**config.mk**
```make
export PLATFORM = sky130hd
export DESIGN_NAME = sreg_port
export DESIGN_NICKNAME = d
export VERILOG_FILES = /design/src/rtl/sreg_pkg.sv /design/src/rtl/sreg_sync.sv /design/src/rtl/sreg_bank.sv /design/src/rtl/sreg_seq.sv /design/src/rtl/sreg_port.sv
export SDC_FILE = /design/constraint.sdc
export NUM_CORES = 1
export LEC_CHECK = 0
export ABC_AREA = 0
export BUFFER_PORTS_ARGS = -buffer_cell sky130_fd_sc_hd__clkbuf_2
export CAP_MARGIN = 20
export CELL_PAD_IN_SITES_DETAIL_PLACEMENT = 1
export CELL_PAD_IN_SITES_GLOBAL_PLACEMENT = 2
export CORE_UTILIZATION = 41
export CTS_CLUSTER_SIZE = 40
export DETAILED_ROUTE_END_ITERATION = 8
export PLACE_DENSITY = 0.75
export SYNTH_ARGS = -nofsm -noshare
export SYNTH_HDL_FRONTEND = slang
export SYNTH_SLANG_ARGS = --single-unit
export TNS_END_PERCENT = 20
```
**constraint.sdc**
```tcl
create_clock -name clk -period 2 [get_ports clk]
set_input_delay 0.2 -clock clk [delete_from_list [all_inputs] [get_ports clk]]
set_output_delay 0.2 -clock clk [all_outputs]
set_load 0.005 [all_outputs]
```
**src/rtl/sreg_pkg.sv**
```systemverilog
`timescale 1ns/1ps
package sreg_pkg;
  typedef enum logic [2:0] {
    ST_IDLE,   // waiting for a start
    ST_RX,     // shifting in a byte
    ST_ACK,    // holding the acknowledge bit
    ST_TX,     // shifting out a read byte
    ST_RACK    // waiting for the master's acknowledge
  } seq_state_e;

  typedef enum logic [1:0] {
    K_DEV,     // bus address byte
    K_REG,     // base register number
    K_DAT      // register data byte
  } byte_kind_e;
endpackage

```
**src/rtl/sreg_sync.sv**
```systemverilog
`timescale 1ns/1ps
module sreg_sync #(
  parameter int STAGES = 2
) (
  input  logic clk,
  input  logic rst_n,
  input  logic scl_i,
  input  logic sda_i,
  output logic scl_lvl,
  output logic sda_lvl,
  output logic scl_rise,
  output logic scl_fall,
  output logic start_p,
  output logic stop_p
);
  // one extra stage keeps the previous synchronized value for edge detection
  localparam int DEPTH = STAGES + 1;

  logic [DEPTH-1:0] scl_sh, sda_sh;

  always_ff @(posedge clk or negedge rst_n) begin
    if (!rst_n) begin
      scl_sh <= '1;
      sda_sh <= '1;
    end else begin
      scl_sh <= {scl_sh[DEPTH-2:0], scl_i};
      sda_sh <= {sda_sh[DEPTH-2:0], sda_i};
    end
  end

  logic scl_old, sda_old;
  assign scl_lvl = scl_sh[STAGES-1];
  assign sda_lvl = sda_sh[STAGES-1];
  assign scl_old = scl_sh[STAGES];
  assign sda_old = sda_sh[STAGES];

  assign scl_rise = scl_lvl & ~scl_old;
  assign scl_fall = ~scl_lvl & scl_old;
  assign start_p  = scl_lvl & scl_old & sda_old & ~sda_lvl;
  assign stop_p   = scl_lvl & scl_old & ~sda_old & sda_lvl;
endmodule

```
**src/rtl/sreg_bank.sv**
```systemverilog
`timescale 1ns/1ps
module sreg_bank #(
  parameter int NREG = 26,
  parameter int AW   = 5
) (
  input  logic          clk,
  input  logic          rst_n,
  input  logic          wr_en,
  input  logic [AW-1:0] wr_addr,
  input  logic [7:0]    wr_data,
  input  logic [AW-1:0] ra_addr,
  output logic [7:0]    ra_data,
  input  logic [AW-1:0] rb_addr,
  output logic [7:0]    rb_data
);
  logic [7:0] mem [NREG];

  for (genvar i = 0; i < NREG; i++) begin : g_reg
    always_ff @(posedge clk or negedge rst_n) begin
      if (!rst_n)
        mem[i] <= 8'h00;
      else if (wr_en && (wr_addr == AW'(i)))
        mem[i] <= wr_data;
    end
  end

  localparam logic [AW:0] LIMIT = (AW+1)'(NREG);

  assign ra_data = ({1'b0, ra_addr} < LIMIT) ? mem[ra_addr] : 8'h00;
  assign rb_data = ({1'b0, rb_addr} < LIMIT) ? mem[rb_addr] : 8'h00;

  // a strobed byte is present in the bank on the following cycle
  p_bank_write_r4: assert property (@(posedge clk) disable iff (!rst_n)
    wr_en |=> (mem[$past(wr_addr)] == $past(wr_data)));
endmodule

```
**src/rtl/sreg_seq.sv**
```systemverilog
`timescale 1ns/1ps
module sreg_seq
  import sreg_pkg::*;
#(
  parameter int          NREG   = 26,
  parameter int          AW     = 5,
  parameter logic [5:0]  DEV_HI = 6'b100110
) (
  input  logic          clk,
  input  logic          rst_n,
  input  logic          scl_lvl,
  input  logic          sda_lvl,
  input  logic          scl_rise,
  input  logic          scl_fall,
  input  logic          start_p,
  input  logic          stop_p,
  input  logic          addr_sel,
  input  logic [7:0]    rd_data,
  output logic [AW-1:0] rd_addr,
  output logic          wr_stb,
  output logic [AW-1:0] wr_addr,
  output logic [7:0]    wr_data,
  output logic          sda_pull
);
  localparam logic [AW-1:0] TOP  = AW'(NREG - 1);
  localparam logic [7:0]    TOP8 = 8'(NREG - 1);

  seq_state_e   st;
  byte_kind_e   kind;
  logic [3:0]   bitn;
  logic [7:0]   shreg;
  logic [7:0]   txb;
  logic [AW-1:0] ptr;
  logic         rw_q;

  function automatic logic [AW-1:0] step(input logic [AW-1:0] p);
    return (p == TOP) ? p : p + 1'b1;
  endfunction

  assign rd_addr  = ptr;
  assign sda_pull = (st == ST_ACK) || ((st == ST_TX) && !txb[7]);

  always_ff @(posedge clk or negedge rst_n) begin
    if (!rst_n) begin
      st      <= ST_IDLE;
      kind    <= K_DEV;
      bitn    <= '0;
      shreg   <= '0;
      txb     <= 8'hFF;
      ptr     <= '0;
      rw_q    <= 1'b0;
      wr_stb  <= 1'b0;
      wr_addr <= '0;
      wr_data <= '0;
    end else begin
      wr_stb <= 1'b0;
      if (start_p) begin
        st   <= ST_RX;
        kind <= K_DEV;
        bitn <= '0;
      end else if (stop_p) begin
        st <= ST_IDLE;
      end else begin
        unique case (st)
          ST_RX: begin
            if (scl_rise) begin
              shreg <= {shreg[6:0], sda_lvl};
              bitn  <= bitn + 4'd1;
            end else if (scl_fall && bitn == 4'd8) begin
              bitn <= '0;
              unique case (kind)
                K_DEV: begin
                  if (shreg[7:1] == {DEV_HI, addr_sel}) begin
                    rw_q <= shreg[0];
                    st   <= ST_ACK;
                  end else begin
                    st <= ST_IDLE;
                  end
                end
                K_REG: begin
                  if (shreg <= TOP8) begin
                    ptr <= shreg[AW-1:0];
                    st  <= ST_ACK;
                  end else begin
                    st <= ST_IDLE;
                  end
                end
                default: begin
                  wr_stb  <= 1'b1;
                  wr_addr <= ptr;
                  wr_data <= shreg;
                  ptr     <= step(ptr);
                  st      <= ST_ACK;
                end
              endcase
            end
          end
          ST_ACK: begin
            if (scl_fall) begin
              if (kind == K_DEV && rw_q) begin
                txb  <= rd_data;
                ptr  <= step(ptr);
                bitn <= '0;
                st   <= ST_TX;
              end else begin
                kind <= (kind == K_DEV) ? K_REG : K_DAT;
                st   <= ST_RX;
              end
            end
          end
          ST_TX: begin
            if (scl_fall) begin
              if (bitn == 4'd7) begin
                bitn <= '0;
                st   <= ST_RACK;
              end else begin
                txb  <= {txb[6:0], 1'b1};
                bitn <= bitn + 4'd1;
              end
            end
          end
          ST_RACK: begin
            if (scl_rise && sda_lvl) begin
              st <= ST_IDLE;
            end else if (scl_fall) begin
              txb <= rd_data;
              ptr <= step(ptr);
              st  <= ST_TX;
            end
          end
          default: ;
        endcase
      end
    end
  end

  // the line drive only moves while the clock is low
  p_sda_scl_low_r10: assert property (@(posedge clk) disable iff (!rst_n)
    (sda_pull != $past(sda_pull)) |-> !scl_lvl);

  // a stop always leaves the sequencer idle
  p_stop_idle_r1: assert property (@(posedge clk) disable iff (!rst_n)
    stop_p |=> (st == ST_IDLE));

  // a start, repeated or not, restarts address decoding
  p_start_decode_r9: assert property (@(posedge clk) disable iff (!rst_n)
    start_p |=> (st == ST_RX && kind == K_DEV && bitn == 4'd0));

  // the register pointer never passes the top register
  p_ptr_range_r5: assert property (@(posedge clk) disable iff (!rst_n)
    ptr <= TOP);
endmodule

```
**src/rtl/sreg_port.sv**
```systemverilog
`timescale 1ns/1ps
module sreg_port #(
  parameter int         NREG   = 26,
  parameter int         SYNC   = 2,
  parameter logic [5:0] DEV_HI = 6'b100110,
  localparam int        AW     = $clog2(NREG)
) (
  input  logic          clk,
  input  logic          rst_n,
  input  logic          scl_i,
  input  logic          sda_i,
  input  logic          addr_sel_i,
  output logic          sda_pull_o,
  output logic          wr_stb_o,
  output logic [AW-1:0] wr_addr_o,
  output logic [7:0]    wr_data_o,
  input  logic [AW-1:0] host_raddr_i,
  output logic [7:0]    host_rdata_o
);
  logic scl_lvl, sda_lvl, scl_rise, scl_fall, start_p, stop_p;
  logic [AW-1:0] seq_raddr;
  logic [7:0]    seq_rdata;

  sreg_sync #(.STAGES(SYNC)) u_sync (
    .clk      (clk),
    .rst_n    (rst_n),
    .scl_i    (scl_i),
    .sda_i    (sda_i),
    .scl_lvl  (scl_lvl),
    .sda_lvl  (sda_lvl),
    .scl_rise (scl_rise),
    .scl_fall (scl_fall),
    .start_p  (start_p),
    .stop_p   (stop_p)
  );

  sreg_seq #(.NREG(NREG), .AW(AW), .DEV_HI(DEV_HI)) u_seq (
    .clk      (clk),
    .rst_n    (rst_n),
    .scl_lvl  (scl_lvl),
    .sda_lvl  (sda_lvl),
    .scl_rise (scl_rise),
    .scl_fall (scl_fall),
    .start_p  (start_p),
    .stop_p   (stop_p),
    .addr_sel (addr_sel_i),
    .rd_data  (seq_rdata),
    .rd_addr  (seq_raddr),
    .wr_stb   (wr_stb_o),
    .wr_addr  (wr_addr_o),
    .wr_data  (wr_data_o),
    .sda_pull (sda_pull_o)
  );

  sreg_bank #(.NREG(NREG), .AW(AW)) u_bank (
    .clk     (clk),
    .rst_n   (rst_n),
    .wr_en   (wr_stb_o),
    .wr_addr (wr_addr_o),
    .wr_data (wr_data_o),
    .ra_addr (host_raddr_i),
    .ra_data (host_rdata_o),
    .rb_addr (seq_raddr),
    .rb_data (seq_rdata)
  );
endmodule

```
Yosys cells after proc, flatten, opt, wreduce, memory -nomap -nowiden
Index checks and enable logic that the tools add are counted.
Cells by class
  order comparisons: 5
  multiplexer cells: 60
  equality and inequality tests: 56
  bitwise gates (word level): 17
  add/subtract/negate cells: 2
  reductions and logical operators: 49
Operator list (count)
  $mux 8: 12
  $bmux 8 s5: 2
  $eq 5x5->1 const B: 11
  $eq 5x4->1 const B: 8
  $mux 5: 8
  $mux 4: 8
  $logic_and 1x1->1: 30
  $mux 3: 9
  $pmux 8 s3: 1
  $eq 5x3->1 const B: 4
  $mux 2: 9
  $pmux 5 s3: 1
  $ne 2x2->1 const B: 7
  $reduce_and 7->1: 2
  $ge 6x6->1 const B: 2
  $ne 4x3->1 const B: 3
  $not 5->6: 2
  $pmux 3 s4: 1
  $pmux 4 s3: 1
  $reduce_and 6->1: 2
  $reduce_and 11->1: 1
  $eq 5x2->1 const B: 2
  $lt 5x5->1 const B: 2
  $pmux 5 s2: 1
  other kinds (32): 60
Storage, ports and cells
  input port bits: 10
  register bits: 259
  output and inout bits: 23

Depth between registers and ports, before layout
Gate-level depths: netlist of run 1.
  word-level depth: 8
  depth in mapped cells: 8

By module
From an unflattened synthesis of run 1, not the netlist that was laid out.
Second synthesis, totals
  cells, all modules: 1114
  area, all modules: 14301.2 sq um
Modules (own cells, without submodules)
  sreg_bank: area each 11696.2 sq um, seq. area each 5205.0 sq um, cells an instance 871, times used 1
  sreg_seq: area each 2414.8 sq um, seq. area each 1136.1 sq um, cells an instance 233, times used 1
  sreg_sync: area each 190.2 sq um, seq. area each 157.7 sq um, cells an instance 10, times used 1

Worst setup path before layout of run 1
No wires, ideal clock.
  path type: register to register
  start point: register u_seq.wr_addr[4]
  end point: register u_bank.mem[176] in the netlist's numbering
  buffers on the path: 3
  data arrival time: 1.803 ns
  slack: 0.072 ns
  cell stages (with the launch flop): 8
  data required time: 1.875 ns
  setup time: 0.125 ns
  path through: dfrtp_1 nand2b_1 buf_6 or2_1 buf_6 or3_1 buf_6 mux2_4
Between the ends
  longest elaborated chain between the ends: 2
RTL lines
  from (decl): line sreg_seq.sv:21  | output logic [AW-1:0] wr_addr,
  from (signal assigned): line sreg_seq.sv:90  | wr_addr <= ptr;
  $eq 5x2->1: line sreg_bank.sv:22  | else if (wr_en && (wr_addr == AW'(i)))
  $logic_and 1x1->1: line sreg_bank.sv:22
  to (signal, indexed assignment): line sreg_bank.sv:23  | mem[i] <= wr_data;
  to (decl): line sreg_bank.sv:16  | logic [7:0] mem [NREG];
No other way between the ends.
A chain may end at the register's enable or synchronous reset.

Worst setup path in the final report of run 1
  start point: register u_bank.mem[153] in the netlist's numbering
  end point: output port host_rdata_o[1]
Between the ends
  longest elaborated chain between the ends: 4
RTL lines
  $bmux 8 s5: line sreg_bank.sv:29  | assign ra_data = ({1'b0, ra_addr} < LIMIT) ? mem[ra_addr] : 8'h00;
  $mux 8 (not written as such) (2 in a row): line sreg_bank.sv:29
  $mux 8: line sreg_bank.sv:29
  to (decl): line sreg_port.sv:18  | output logic [7:0] host_rdata_o
No other way between the ends. The select of a mux whose other input is x is not followed.

==> flow_summary_export.csv, run 1 <==
group,metric,value,unit
outcome,outcome,"complete, but fails checks",
outcome,failed_checks,"setup timing",
global_routing,grt_first_pass_wirelength,69500,um
clock_network,cts_htree_levels,1,
clock_network,cts_num_sinks,259,
placed_design,place.port_buffers,32,
placed_design,place.gp.congestion,0.837,
worst_setup_path,r2r_end,"u_seq.txb[6]",
sta,tightestPinTransition,0.900,ns
worst_setup_path,crit-reg2reg-launch,"u_seq.rd_addr[0]",
worst_setup_path,depth_of_the_worst_register_to_register_path,6,
route,num_vias,10206,
yosys,syn_nets,1089,
sta,unrepaired_setup_endpoints_after_global_routing,"true",
sta,fin_tns_setup,-3.74,ns
sta,setup_viol,10,
worst_setup_path,critical_path.startpoint,"u_bank.mem[153]",
layout,insertedDiodeCount,0,
sta,fin_ws,-0.552,ns
run,max-cap-violations,0,
global_routing,globalRoute.totalOverflow,0,
clock_network,tritoncts_clock_tree,"yes",
power,post-layout-total-power,17.5,mW
yosys,synth_edf_count,0,
worst_setup_path,crit_path_frequent_cell,"sky130_fd_sc_hd__mux4_2",
route,drt_drc,0,
hold_path,hold_path_class,"input port to async pin",
yosys,syn-mean-instance-area,13.2,um^2
worst_setup_path,required,1.80,ns
yosys,synth_cell_types,78,
sta,report.final.slew_viol_count,0,
layout,layout-area-overhead-vs-synth,24.0,%
sta,min_period_over_period,128,%
worst_setup_path,cp_max_fo,2,
yosys,ys_dominant_reg_cell,"sky130_fd_sc_hd__dfrtp_1",
global_routing,pin_count_of_the_biggest_net_entering_global_routing,56,
sta,post-route-min-period,2.55,ns
power,cellLeakagePower,8.17,nW
worst_setup_path,critical-path-slowest-cell,"sky130_fd_sc_hd__mux4_2",
yosys,synth-seq-area-share,45.8,%
route,detail_route.first_pass.iterations,5,
route,route.detailed.wl_per_inst,26.5,um
layout,final_layout_size_suffix_gt1_share,53.8,%
clock_network,clk_root_buffer_cell,"sky130_fd_sc_hd__clkbuf_16",
worst_setup_path,timing.critical_path.from_type,"flop",
floorplan,die_height,188,um
route,detail_route.wirelength,45800,um
sta,timing_hold_violations_final,0,
power,power_density,992,nW/um^2
worst_setup_path,number_of_stages_on_the_worst_setup_path,5,
worst_setup_path,critical_path_buf_inv_count,2,
worst_setup_path,cp-endpoint,"host_rdata_o[1]",
yosys,ys_async_sr_fraction,100,%
route,drtIter0Drc,636,
route,post_drt_via_cell_ratio,5.91,
route,postRouteAntennaNets,0,
worst_setup_path,worst-endpoint-arrival,2.35,ns
worst_setup_path,sort_of_element_at_the_end_of_the_critical_path,"output pin",
worst_setup_path,crit_type,"flop to output pin",
floorplan,die_w,188,um
yosys,post_syn_area,14200,um^2
floorplan,dieArea,35400,um^2
clock_network,cts_inserted_buffers,31,
yosys,synth-seq-cells,259,
global_routing,antenna_found_initial,1,
sta,relSlewSlack,39.9,%
worst_setup_path,path_delay_family,"multiplexers",
layout,n_fill_cell,3393,
worst_setup_path,cp_cell_sequence,"mux4_2, mux4_2, inv_2, o22ai_2, clkbuf_2",
global_routing,total_global_route_track_usage,26.1,%
power,ir_drop,724,uV
worst_setup_path,worst_path_largest_cell_delay,0.54,ns
floorplan,placeableCoreArea,33800,um^2
worst_setup_path,setup.reg_to_reg.worst_slack,-0.03,ns
sta,timing.fmax,392,MHz
global_routing,grt_pass1_vias,11055,
placed_design,dpl_worst_slack,-0.208,ns
yosys,synthCells,1075,
layout,nNetsFinal,1272,
placed_design,dp.final_hpwl,31000,um
sta,timing.clock.skew,0.00838,ns
floorplan,placementRows,67,
clock_network,clk_latency,0.58,ns
floorplan,ios,33,
floorplan,floorplan.initialDensity,42.0,%
clock_network,clk_pin_slew,0.06,ns
clock_network,ctsLongestPathBuffers,3,
yosys,ys_warn_count,0,
[kinds of logic after synthesis]
family | after synthesis | synth area share [%]
multiplexers | 390 | 35.9
flip-flops | 259 | 45.8
AND/OR/NAND/NOR | 179 | 7.10
AO/OA/AOI/OAI | 152 | 7.26
buffers and inverters | 89 | 3.45
adder cells (fa/ha/maj) | 4 | 0.353
XOR/XNOR | 2 | 0.123
[cell usage in the layout (no fill, tap or decap), types with 9 or more instances in the layout]
cell and count:
sky130_fd_sc_hd__nand2b_1 13, sky130_fd_sc_hd__a21oi_2 12, sky130_fd_sc_hd__clkbuf_2 30, sky130_fd_sc_hd__nor2b_1 9, sky130_fd_sc_hd__a31oi_1 9, sky130_fd_sc_hd__mux4_2 64, sky130_fd_sc_hd__mux2i_1 72, sky130_fd_sc_hd__dfstp_2 14
sky130_fd_sc_hd__nand3_1 10, sky130_fd_sc_hd__buf_4 167, sky130_fd_sc_hd__a21oi_1 11, sky130_fd_sc_hd__clkbuf_8 12, sky130_fd_sc_hd__o21ai_0 15, sky130_fd_sc_hd__o22ai_1 19, sky130_fd_sc_hd__mux2_2 239, sky130_fd_sc_hd__dfrtp_1 239
sky130_fd_sc_hd__nand2_1 45, sky130_fd_sc_hd__clkbuf_16 33, sky130_fd_sc_hd__nor2_2 11, sky130_fd_sc_hd__a22oi_1 14, sky130_fd_sc_hd__nor2_1 34, sky130_fd_sc_hd__inv_1 10, sky130_fd_sc_hd__buf_12 21
[power breakdown]
group          internal, mW  switching [mW]
Clock                  3.51            2.30
Sequential             5.60           0.337
Combinational          2.66            3.06
[cell usage after synthesis, types with 5 or more instances]
library cell                 n  area share, %
sky130_fd_sc_hd__a221oi_1    6           0.37
sky130_fd_sc_hd__buf_6       8           0.63
sky130_fd_sc_hd__nand2_1    47            1.2
sky130_fd_sc_hd__o22ai_1    23            1.0
sky130_fd_sc_hd__a22oi_1    17           0.90
sky130_fd_sc_hd__a31oi_1     9           0.40
sky130_fd_sc_hd__mux2_2    239             19
sky130_fd_sc_hd__nor2_2      5           0.22
sky130_fd_sc_hd__inv_1      11           0.29
sky130_fd_sc_hd__o21bai_1    5           0.26
sky130_fd_sc_hd__nand2b_1   13           0.57
sky130_fd_sc_hd__buf_4       9           0.48
sky130_fd_sc_hd__buf_2      19           0.67
sky130_fd_sc_hd__mux2_4      8           0.85
sky130_fd_sc_hd__nand4_1     5           0.22
sky130_fd_sc_hd__nor2_1     42            1.1
sky130_fd_sc_hd__nand3_1    10           0.35
sky130_fd_sc_hd__a211oi_1    9           0.48
sky130_fd_sc_hd__clkbuf_1   37           0.98
sky130_fd_sc_hd__mux2i_1    76            5.4
sky130_fd_sc_hd__mux4_2     61            9.7
sky130_fd_sc_hd__o21ai_0    24           0.85
sky130_fd_sc_hd__nor2b_1    10           0.44
sky130_fd_sc_hd__nor3_1      8           0.28
sky130_fd_sc_hd__a21oi_1    23           0.81
sky130_fd_sc_hd__dfrtp_1   245             43
sky130_fd_sc_hd__dfstp_2    14            2.6
[worst min path at each step]
stage                        to
2_1_floorplan     u_bank.mem[0]
3_3_place_gp        u_seq.st[0]
3_5_place_dp        u_seq.st[0]
4_1_cts              u_seq.rw_q
5_1_grt              u_seq.rw_q
6_report       u_seq.wr_data[3]
[worst register-to-register path, stage by stage, from the launching register on]
cell	delay, ns
sky130_fd_sc_hd__dfrtp_4	0.44
sky130_fd_sc_hd__buf_12	0.15
sky130_fd_sc_hd__mux4_2	0.56
sky130_fd_sc_hd__a2111oi_2	0.40
sky130_fd_sc_hd__buf_4	0.20
sky130_fd_sc_hd__a211o_1	0.11
sky130_fd_sc_hd__a31oi_1	0.09
[cell type report]
class                      instances  area, um^2  share of cell area, %
timing repair buffer             228        1970                   11.2
clock buffer                      45         948                   5.39
inverter                          11        41.3                  0.235
sequential                       259        6510                   37.0
multi-input combinational        727        7460                   42.4
clock inverter                    10         106                  0.604
tap                              448         561                   3.19
[sequential cells by signal, summed over array words and instances (netlist names), 3 cells and up]
register / flops
u_seq.wr_addr: 5
u_bank.mem: 208
u_seq.shreg: 8
u_sync.sda_sh: 3
u_seq.st: 3
u_seq.bitn: 4
u_seq.rd_addr: 5
u_seq.wr_data: 8
u_seq.txb: 8
u_sync.scl_sh: 3
[layer usage]
layer	GRT usage, %	wire [um]
met5	0	0
met4	9.91	1750
met3	3.41	1800
met2	43.7	22700
met1	34.4	19600
[timing repair]
| action | in CTS | in global routing |
|---|---|---|
| resized for setup | 33 | 60 |
| pin swaps | 4 | 20 |
| hold endpoints to repair | 144 | 0 |
| hold buffers | 3 | 0 |
| setup buffers | 3 | 15 |
| endpoints found under the setup margin | 21 | 52 |
| gates cloned | 0 | 2 |
[stage by stage]
| stage | utilization, % | std cells | area, um^2 | hold slack [ns] |
|---|---|---|---|---|
| 4_1_cts | 51.0 | 1714 | 17200 | 0.172 |
| 2_1_floorplan | - | 1075 | 14200 | -0.0956 |
| 6_report | 52.1 | 1728 | 17600 | 0.183 |
| 5_1_grt | 52.1 | 1728 | 17600 | 0.215 |
| 3_5_place_dp | 47.5 | 1653 | 16000 | 0.199 |
| 3_3_place_gp | 47.5 | 1653 | 16000 | 0.196 |
(Power assumes the default switching activity.)
==> run 2: changes to the inputs <==
==> constraint.sdc (replaced) <==
create_clock -name clk -period 2 [get_ports clk]
set_input_delay 0.1 -clock clk [delete_from_list [all_inputs] [get_ports clk]]
set_output_delay 0.1 -clock clk [all_outputs]
set_load 0.005 [all_outputs]
==> run 2 against run 1 <==
The flow still finishes with violations (setup timing); setup slack gained 0.11 ns; sequential share of layout area up 0.61 points; sequential power is 0.8% higher; global-route usage hardly changed; routed wire length down 0.99%; sequential cell count unchanged; design area shrank 1.6%; critical endpoint is now host_rdata_o[0]; largest cell class unchanged.
==> flow_summary_export.csv, run 2 (synthesized netlist as in run 1, its figures left out) <==
group,metric,value,unit
outcome,outcome,"complete, but fails checks",
outcome,failed_checks,"setup timing",
layout,n_fill_cell,3394,
route,route.detailed.wl_per_inst,26.5,um
sta,timing_hold_violations_final,0,
global_routing,pin_count_of_the_biggest_net_entering_global_routing,58,
clock_network,clk_root_buffer_cell,"sky130_fd_sc_hd__clkbuf_16",
route,detail_route.first_pass.iterations,5,
sta,post-route-min-period,2.44,ns
power,ir_drop,835,uV
power,power_density,964,nW/um^2
layout,layout-area-overhead-vs-synth,21.9,%
layout,largest_register_ffs,208,
layout,largest_register_by_flop_count,"u_bank.mem",
worst_setup_path,cp_cell_sequence,"mux4_2, mux4_2, inv_2, o22ai_2, clkbuf_2",
route,num_vias,10165,
sta,relSlewSlack,59.9,%
layout,most-common-layout-cells,"240 x sky130_fd_sc_hd__dfrtp_1, 239 x sky130_fd_sc_hd__mux2_2, 154 x sky130_fd_sc_hd__buf_4, 75 x sky130_fd_sc_hd__mux2i_1, 62 x sky130_fd_sc_hd__mux4_2",
layout,final_layout_size_suffix_gt1_share,51.9,%
power,cellLeakagePower,8.03,nW
run,max-cap-violations,0,
clock_network,ctsLongestPathBuffers,3,
route,drt_drc,0,
layout,fin_area,17300,um^2
floorplan,placeableCoreArea,33800,um^2
clock_network,cts_inserted_buffers,29,
placed_design,placedInstanceArea,15800,um^2
worst_setup_path,cp_max_fo,2,
worst_setup_path,crit-reg2reg-launch,"u_seq.rd_addr[0]",
clock_network,tritoncts_clock_tree,"yes",
sta,timing.clock.skew,0.0290,ns
power,post-layout-total-power,16.7,mW
floorplan,die_w,188,um
worst_setup_path,worst-endpoint-arrival,2.34,ns
layout,final_common_cell,"sky130_fd_sc_hd__dfrtp_1",
route,drtIter0Drc,622,
sta,timing.fmax,410,MHz
sta,min_period_over_period,122,%
floorplan,placementRows,67,
route,detail_route.wirelength,45300,um
clock_network,clk_latency,0.58,ns
sta,unrepaired_setup_endpoints_after_global_routing,"true",
sta,fin_ws,-0.441,ns
layout,nNetsFinal,1255,
clock_network,clk_pin_slew,0.06,ns
floorplan,dieArea,35400,um^2
floorplan,floorplan.initialDensity,42.0,%
clock_network,cts_num_sinks,259,
worst_setup_path,critical-path-slowest-cell,"sky130_fd_sc_hd__mux4_2",
floorplan,ios,33,
global_routing,grt_pass1_vias,10882,
placed_design,place.port_buffers,32,
route,postRouteAntennaNets,0,
sta,final_hold_slack,0.0354,ns
worst_setup_path,crit_path_frequent_cell,"sky130_fd_sc_hd__mux4_2",
sta,report.final.slew_viol_count,0,
global_routing,antenna_found_initial,2,
route,post_drt_via_cell_ratio,5.95,
hold_path,hold_path_class,"input port to async pin",
sta,setup_viol,12,
sta,tightestPinTransition,0.601,ns
worst_setup_path,crit_type,"flop to output pin",
sta,fin_tns_setup,-3.00,ns
worst_setup_path,critical_path.startpoint,"u_bank.mem[144]",
worst_setup_path,worst_path_largest_cell_delay,0.54,ns
worst_setup_path,sort_of_element_at_the_end_of_the_critical_path,"output pin",
global_routing,grt_first_pass_wirelength,69600,um
layout,finish.utilization,51.2,%
global_routing,total_global_route_track_usage,26.1,%
floorplan,die_height,188,um
worst_setup_path,required,1.90,ns
global_routing,globalRoute.totalOverflow,0,
placed_design,place.gp.congestion,0.862,
worst_setup_path,timing.critical_path.from_type,"flop",
placed_design,dp.final_hpwl,31100,um
clock_network,cts_htree_levels,1,
==> run 2: cell count changes in the layout (fill, tap and decap cells not counted), sizes merged <==
cell	change
clkinv	-4
buf	-14
clkbuf	-2
inv	+1
clkinvlp	-1
diode	+1
==> run 2: layout make-up <==
type                    count  area, um^2  share of cell area [%]
multi-input cells         727        7440                    43.0
flip-flops and latches    259        6510                    37.6
repair buffers            213        1820                    10.5
clock buffers              44         852                    4.92
well taps                 448         561                    3.24
clock inverters             6        83.8                   0.484
inverters                  11        41.3                   0.239
diodes                      1        2.50                  0.0145
==> run 2: per-layer routing <==
| layer | wire length, um | up-vias | share of wire (%) | GRT usage (%) |
|---|---|---|---|---|
| li1 | - | 4414 | - | - |
| met1 | 19800 | 5449 | 44 | 35.0 |
| met2 | 22000 | 221 | 49 | 43.0 |
| met3 | 1820 | 79 | 4.0 | 4.06 |
| met4 | 1650 | 2 | 3.6 | 8.97 |
| met5 | 11 | - | 0.024 | 0 |
==> run 2: path summary, 6_finish.rpt <==
check / end / slack (ns) / cells past startpoint
max: host_rdata_o[0] / -0.44 / 5
max in group asynchronous: u_seq.st[2] / 1.06 / 3
min reg2reg: u_sync.scl_sh[1] / 0.36 / 0
max reg2reg: u_seq.txb[5] / -0.07 / 8
min in group clk: u_seq.rw_q / 0.12 / 5
min: u_seq.bitn[0] / 0.04 / 2
==> run 2: repair_timing <==
item                                   in CTS  in global routing
hold buffers                                3                  0
gates resized for setup                    31                 44
setup buffers                              11                 16
endpoints found under the hold margin     231                  0
setup endpoints to repair                  16                 46
pin swaps                                   4                  6
cloned                                      0                  1
==> run 2: power breakdown <==
| group | switching (mW) | internal [mW] | leakage [nW] | total, mW |
|---|---|---|---|---|
| combinational | 2.86 | 2.47 | 4.03 | 5.33 |
| clock | 2.20 | 3.16 | 0.462 | 5.37 |
| sequential | 0.389 | 5.59 | 3.54 | 5.98 |
==> run 2: stage by stage <==
stage / cells / worst slack [ns]
finish: 1709 / -0.441
global route: 1709 / -0.469
CTS: 1691 / -0.463
detailed placement: 1627 / -0.198
global placement: 1627 / -0.174
floorplan: 1075 / 0.0717
==> run 2: worst max-delay path, delay by kind of cell, from the launching register on <==
family	cells	cell delay [ns]
muxes	2	1.07
DFF	1	0.39
buffers and inverters	2	0.21
AOI/OAI and AO/OA	1	0.08
